### src/rtl/audio_rx_playout.sv
module audio_rx_playout #(
  parameter int DEPTH       = 32,
  parameter int THRESH      = 16,
  parameter int PAYLOAD     = 8,
  parameter int TICK_CYCLES = 31250,
  parameter int TIMEOUT     = 256
) (
  input  logic       clk,
  input  logic       rst_n,
  input  logic       rx_valid,
  input  logic [7:0] rx_byte,
  input  logic [2:0] station_id,
  input  logic [1:0] rate_sel,
  output logic [7:0] dac_data,
  output logic       dac_strobe,
  output logic       playing,
  output logic [2:0] last_src
);
  localparam int AW = $clog2(DEPTH);
  localparam int BW = $clog2(PAYLOAD + 1);
  localparam int IW = $clog2(TIMEOUT + 1);
  localparam int TW = $clog2(TICK_CYCLES + 1);

  typedef enum logic [1:0] {P_IDLE, P_ID, P_TAKE, P_SKIP} pstate_t;

  pstate_t        st;
  logic [BW-1:0]  bcnt;
  logic [IW-1:0]  idle_cnt;
  logic [7:0]     mem [DEPTH];
  logic [AW-1:0]  wptr, rptr;
  logic [AW:0]    fill;
  logic [TW-1:0]  tcnt;
  logic           phase;

  wire full   = (fill == (AW+1)'(DEPTH));
  wire wr     = rx_valid && (st == P_TAKE) && !full;
  wire base   = (tcnt == TW'(TICK_CYCLES - 1));
  wire tick   = base && ((rate_sel == 2'b01) || phase);
  wire rd     = tick && playing && (fill != '0);

  always_ff @(posedge clk or negedge rst_n) begin
    if (!rst_n) begin
      st       <= P_IDLE;
      bcnt     <= '0;
      idle_cnt <= '0;
      last_src <= '0;
    end else if (rx_valid) begin
      idle_cnt <= '0;
      case (st)
        P_IDLE: if (rx_byte == 8'hA5) st <= P_ID;
        P_ID: begin
          bcnt <= '0;
          if (rx_byte[5:3] == station_id) begin
            st       <= P_TAKE;
            last_src <= rx_byte[2:0];
          end else begin
            st <= P_SKIP;
          end
        end
        default: begin
          bcnt <= bcnt + 1'b1;
          if (bcnt == BW'(PAYLOAD - 1)) st <= P_IDLE;
        end
      endcase
    end else if (st != P_IDLE) begin
      if (idle_cnt == IW'(TIMEOUT - 1)) begin
        st       <= P_IDLE;
        idle_cnt <= '0;
      end else begin
        idle_cnt <= idle_cnt + 1'b1;
      end
    end
  end

  always_ff @(posedge clk) begin
    if (wr) mem[wptr] <= rx_byte;
  end

  always_ff @(posedge clk or negedge rst_n) begin
    if (!rst_n) begin
      wptr <= '0;
      rptr <= '0;
      fill <= '0;
    end else begin
      if (wr) wptr <= (wptr == AW'(DEPTH - 1)) ? '0 : wptr + 1'b1;
      if (rd) rptr <= (rptr == AW'(DEPTH - 1)) ? '0 : rptr + 1'b1;
      fill <= fill + (AW+1)'(wr) - (AW+1)'(rd);
    end
  end

  always_ff @(posedge clk or negedge rst_n) begin
    if (!rst_n) begin
      tcnt  <= '0;
      phase <= 1'b0;
    end else if (base) begin
      tcnt  <= '0;
      phase <= ~phase;
    end else begin
      tcnt <= tcnt + 1'b1;
    end
  end

  always_ff @(posedge clk or negedge rst_n) begin
    if (!rst_n) begin
      playing    <= 1'b0;
      dac_data   <= 8'h80;
      dac_strobe <= 1'b0;
    end else begin
      dac_strobe <= rd;
      if (rd) dac_data <= mem[rptr];
      if (!playing && fill >= (AW+1)'(THRESH)) playing <= 1'b1;
      else if (playing && tick && fill == '0) playing <= 1'b0;
    end
  end
endmodule

### config.mk
export PLATFORM = sky130hd
export DESIGN_NAME = audio_rx_playout
export DESIGN_NICKNAME = d
export VERILOG_FILES = /design/src/rtl/audio_rx_playout.sv
export SDC_FILE = /design/constraint.sdc
export NUM_CORES = 1
export LEC_CHECK = 0
export BUFFER_PORTS_ARGS = -buffer_cell sky130_fd_sc_hd__buf_4
export CAP_MARGIN = 20
export CORE_AREA = 2 2 156 158
export DETAILED_ROUTE_END_ITERATION = 16
export DIE_AREA = 0 0 158 160
export PLACE_DENSITY = 0.75
export SLEW_MARGIN = 20
export SYNTH_ARGS = -nofsm -noshare
export SYNTH_HDL_FRONTEND = slang
export SYNTH_SLANG_ARGS = --single-unit
### constraint.sdc
create_clock -name clk -period 3.4 [get_ports clk]
set_clock_uncertainty 0.05 [all_clocks]
set_input_delay 0 -clock clk [delete_from_list [all_inputs] [get_ports clk]]
set_output_delay 0 -clock clk [all_outputs]
set_load 0.03 [all_outputs]
==> flow_metrics.py <==
metrics = {
    "sta": {
        "fin_ws_ns": 0.325,
        "tightestPinTransition_ns": 1.11,
        "relSlewSlack_pct": 26.3,
        "finalMaxSlewViolations": 0,
        "hold_viol": 0,
        "fin_crit_sh_pct": 90.4,
        "final.setup.tns_ns": 0,
        "rsz0062_at_grt": "false",
        "fmax_ghz": 0.325,
        "min_period_ns": 3.07,
        "finalSetupViolations": 0,
    },
    "setup_path": {
        "critPathLaunchType": "flip-flop",
        "rrSetupSlack_ns": 0.33,
        "crit_family": "simple AND/OR/NAND/NOR gates",
        "cp.depth": 16,
        "regToRegEndpoint": "fill[4]",
        "rr_startpoint": "tcnt[1]",
        "worst_setup_path_end_kind": "flip-flop",
        "crit_path_end": "fill[4]",
        "rr_worst_depth": 16,
        "worstPathCellList": "inv_1 > ha_1 > or4bb_1 > nor4_4 > nand4b_2 > inv_1 > ha_1 > inv_1 > ha_1 > inv_1 > fa_1 > inv_1 > a21oi_1 > nor2_1 > nor2_1 > xnor2_1",
        "crit_path_top_delay_cell": "or4bb_1",
        "cp-startpoint": "tcnt[1]",
        "cp_common_cell": "inv_1",
        "crit_buf_inv": 5,
        "cpPeakStageDelay_ns": 0.52,
        "crit_path_max_fanout": 4,
        "worstSetupPathType": "reg2reg",
        "crit_required_ns": 3.79,
        "arrival_ns": 3.46,
    },
    "floorplan": {
        "ioPinCount": 29,
        "die_y_um": 160,
        "design.core.area_um2": 23800,
        "fp-row-count": 57,
        "die-width_um": 158,
        "dieArea_um2": 25300,
        "floorplan.initialDensity_pct": 54.8,
    },
    "yosys": {
        "synth_top_family_by_area": "multiplexers",
        "synthMuxAreaShare_pct": 10.4,
        "synth_cell_type_count": 51,
        "syn_area_um2": 13100,
        "synth_adder_area_share_pct": 2.07,
        "synth_ff_type": "edfxtp_1",
        "yosys_register_bits": 316,
        "synth_nets": 879,
        "async_reset_ff_share_pct": 19.0,
        "synthCells": 842,
        "synth_edf_count": 256,
        "ys_seq_area_share_pct": 70.4,
        "synth-xor-area-share_pct": 1.81,
        "synth_compound_area_share_pct": 7.47,
        "synthSimpleGateAreaFrac_pct": 6.00,
        "syn_avg_cell_area_um2": 15.5,
        "yosys_warnings": 0,
    },
    "placed_design": {
        "hpwl_mm": 15.7,
        "gp_congestion": 0.825,
        "port_buffers": 28,
        "dp_slack_ns": 0.327,
        "place_area_um2": 13900,
    },
    "clocking": {
        "cts_buffer_depth": 3,
        "cts_resized": 0,
        "cts_sinks": 316,
        "path_clk_slew_ns": 0.06,
        "clock_latency_ns": 0.56,
        "root_buffer": "clkbuf_16",
        "h-tree-depth": 1,
        "cts_buffers": 31,
        "cts_tree": "yes",
        "post_cts_buffers": 0,
    },
    "final_layout": {
        "antenna_cells": 0,
        "nets": 960,
        "layout_common_cells": "edfxtp_1, mux2i_1, buf_4",
        "finish.instance_area_um2": 15000,
        "layout-drive-gt1-share_pct": 15.0,
        "area_growth_pct": 14.6,
        "final_common_cell": "edfxtp_1",
        "final_util_pct": 62.8,
        "final.fill_count": 1773,
    },
    "power": {
        "ir_worst_vdd_uv": 534,
        "power_density_nw_per_um2": 573,
        "p_leak_nw": 5.17,
    },
    "drt": {
        "vias": 7186,
        "via_per_inst": 5.65,
        "drtIter0Drc": 664,
        "drtPass1Iterations": 5,
        "routedWlPerCell_um": 19.7,
        "wl_mm": 25.1,
        "drc": 0,
        "ant_nets": 0,
    },
    "global_route": {
        "grt_max_degree": 61,
        "grt.total_usage_pct": 20.4,
        "grt_pass1_vias": 7171,
        "grt_pass1_wl_mm": 39.8,
        "overflow": 0,
        "antenna_found_initial": 0,
    },
    "status": {
        "status": "finished, final reports clean",
    },
    "run": {
        "max_cap_viol_count": 0,
    },
    "min_path": {
        "min_path_type": "in2async",
    },
}
[sequential cells by signal, indices dropped and copies added, names as in the netlist, 2 cells and up]
register,cells
bcnt,4
dac_data,8
fill,6
idle_cnt,9
last_src,3
mem,256
rptr,5
st,2
tcnt,15
wptr,5
[cells in the mapped netlist (16+ instances only)]
cell	count	area share, %
a221oi_1	16	1.1
ha_1	20	1.9
nand2_1	41	1.2
mux2i_1	130	10
edfxtp_1	256	59
a22o_1	19	1.3
inv_1	19	0.55
clkbuf_1	22	0.63
a22oi_1	32	1.8
a21oi_1	23	0.88
nor2_1	59	1.7
dfrtp_1	59	11
[metrics by stage]
step	std cells	total power [mW]	hold WS, ns
detailed placement	1200	5.46	0.0781
global placement	1200	5.42	0.0779
CTS	1272	8.65	0.0196
finish	1272	8.58	0.0284
global route	1272	8.93	0.0527
floorplan	842	5.17	-0.346
[layout make-up]
class / instances / area [um2] / area share [%]
clock buffers: 36 / 795 / 5.31
clock inverters: 22 / 153 / 1.02
inverters: 19 / 71.3 / 0.477
multi-input cells: 468 / 3630 / 24.3
flip-flops and latches: 316 / 9190 / 61.5
well taps: 324 / 405 / 2.71
repair buffers: 87 / 713 / 4.77
[logic make-up (layout without fill, tap and decap cells)]
| kind of cell | after synthesis | in the layout |
|---|---|---|
| and+or+nand+nor | 159 | 159 |
| adders and majority gates | 21 | 21 |
| xor gates and xnor gates | 27 | 27 |
| DFF | 316 | 316 |
| buffers and inverters | 58 | 164 |
| AOI/OAI and AO/OA | 126 | 126 |
| muxes | 135 | 135 |
[how the worst min path moves through the flow]
stage | from | end | slack, ns
3_3_place_gp | rst_n | idle_cnt[3] | 0.08
6_report | rst_n | idle_cnt[6] | 0.03
4_1_cts | station_id[2] | last_src[1] | 0.02
2_1_floorplan | rst_n | bcnt[0] | -0.35
3_5_place_dp | rst_n | idle_cnt[6] | 0.08
5_1_grt | station_id[2] | last_src[2] | 0.05
[per-layer routing]
layer	share of wire, %	vias up	wire length [um]	global-route usage, %
li1	-	3401	-	-
met3	4.8	38	1200	2.63
met4	2.2	0	548	5.28
met5	0	-	0	0
met1	44	3572	11000	29.6
met2	49	175	12300	33.2
[where the power goes]
part           switching (mW)  total, mW  internal (mW)  leakage [nW]
Combinational           0.488      0.852          0.364          1.63
Sequential              0.158       4.54           4.38          3.07
Clock                    1.38       3.19           1.81         0.465
[what timing repair did]
action / in CTS / in global routing
hold buffers: 14 / 0
setup endpoints to repair: 0 / 0
hold endpoints to repair: 336 / 0
Power figures use the tool's default switching activity.
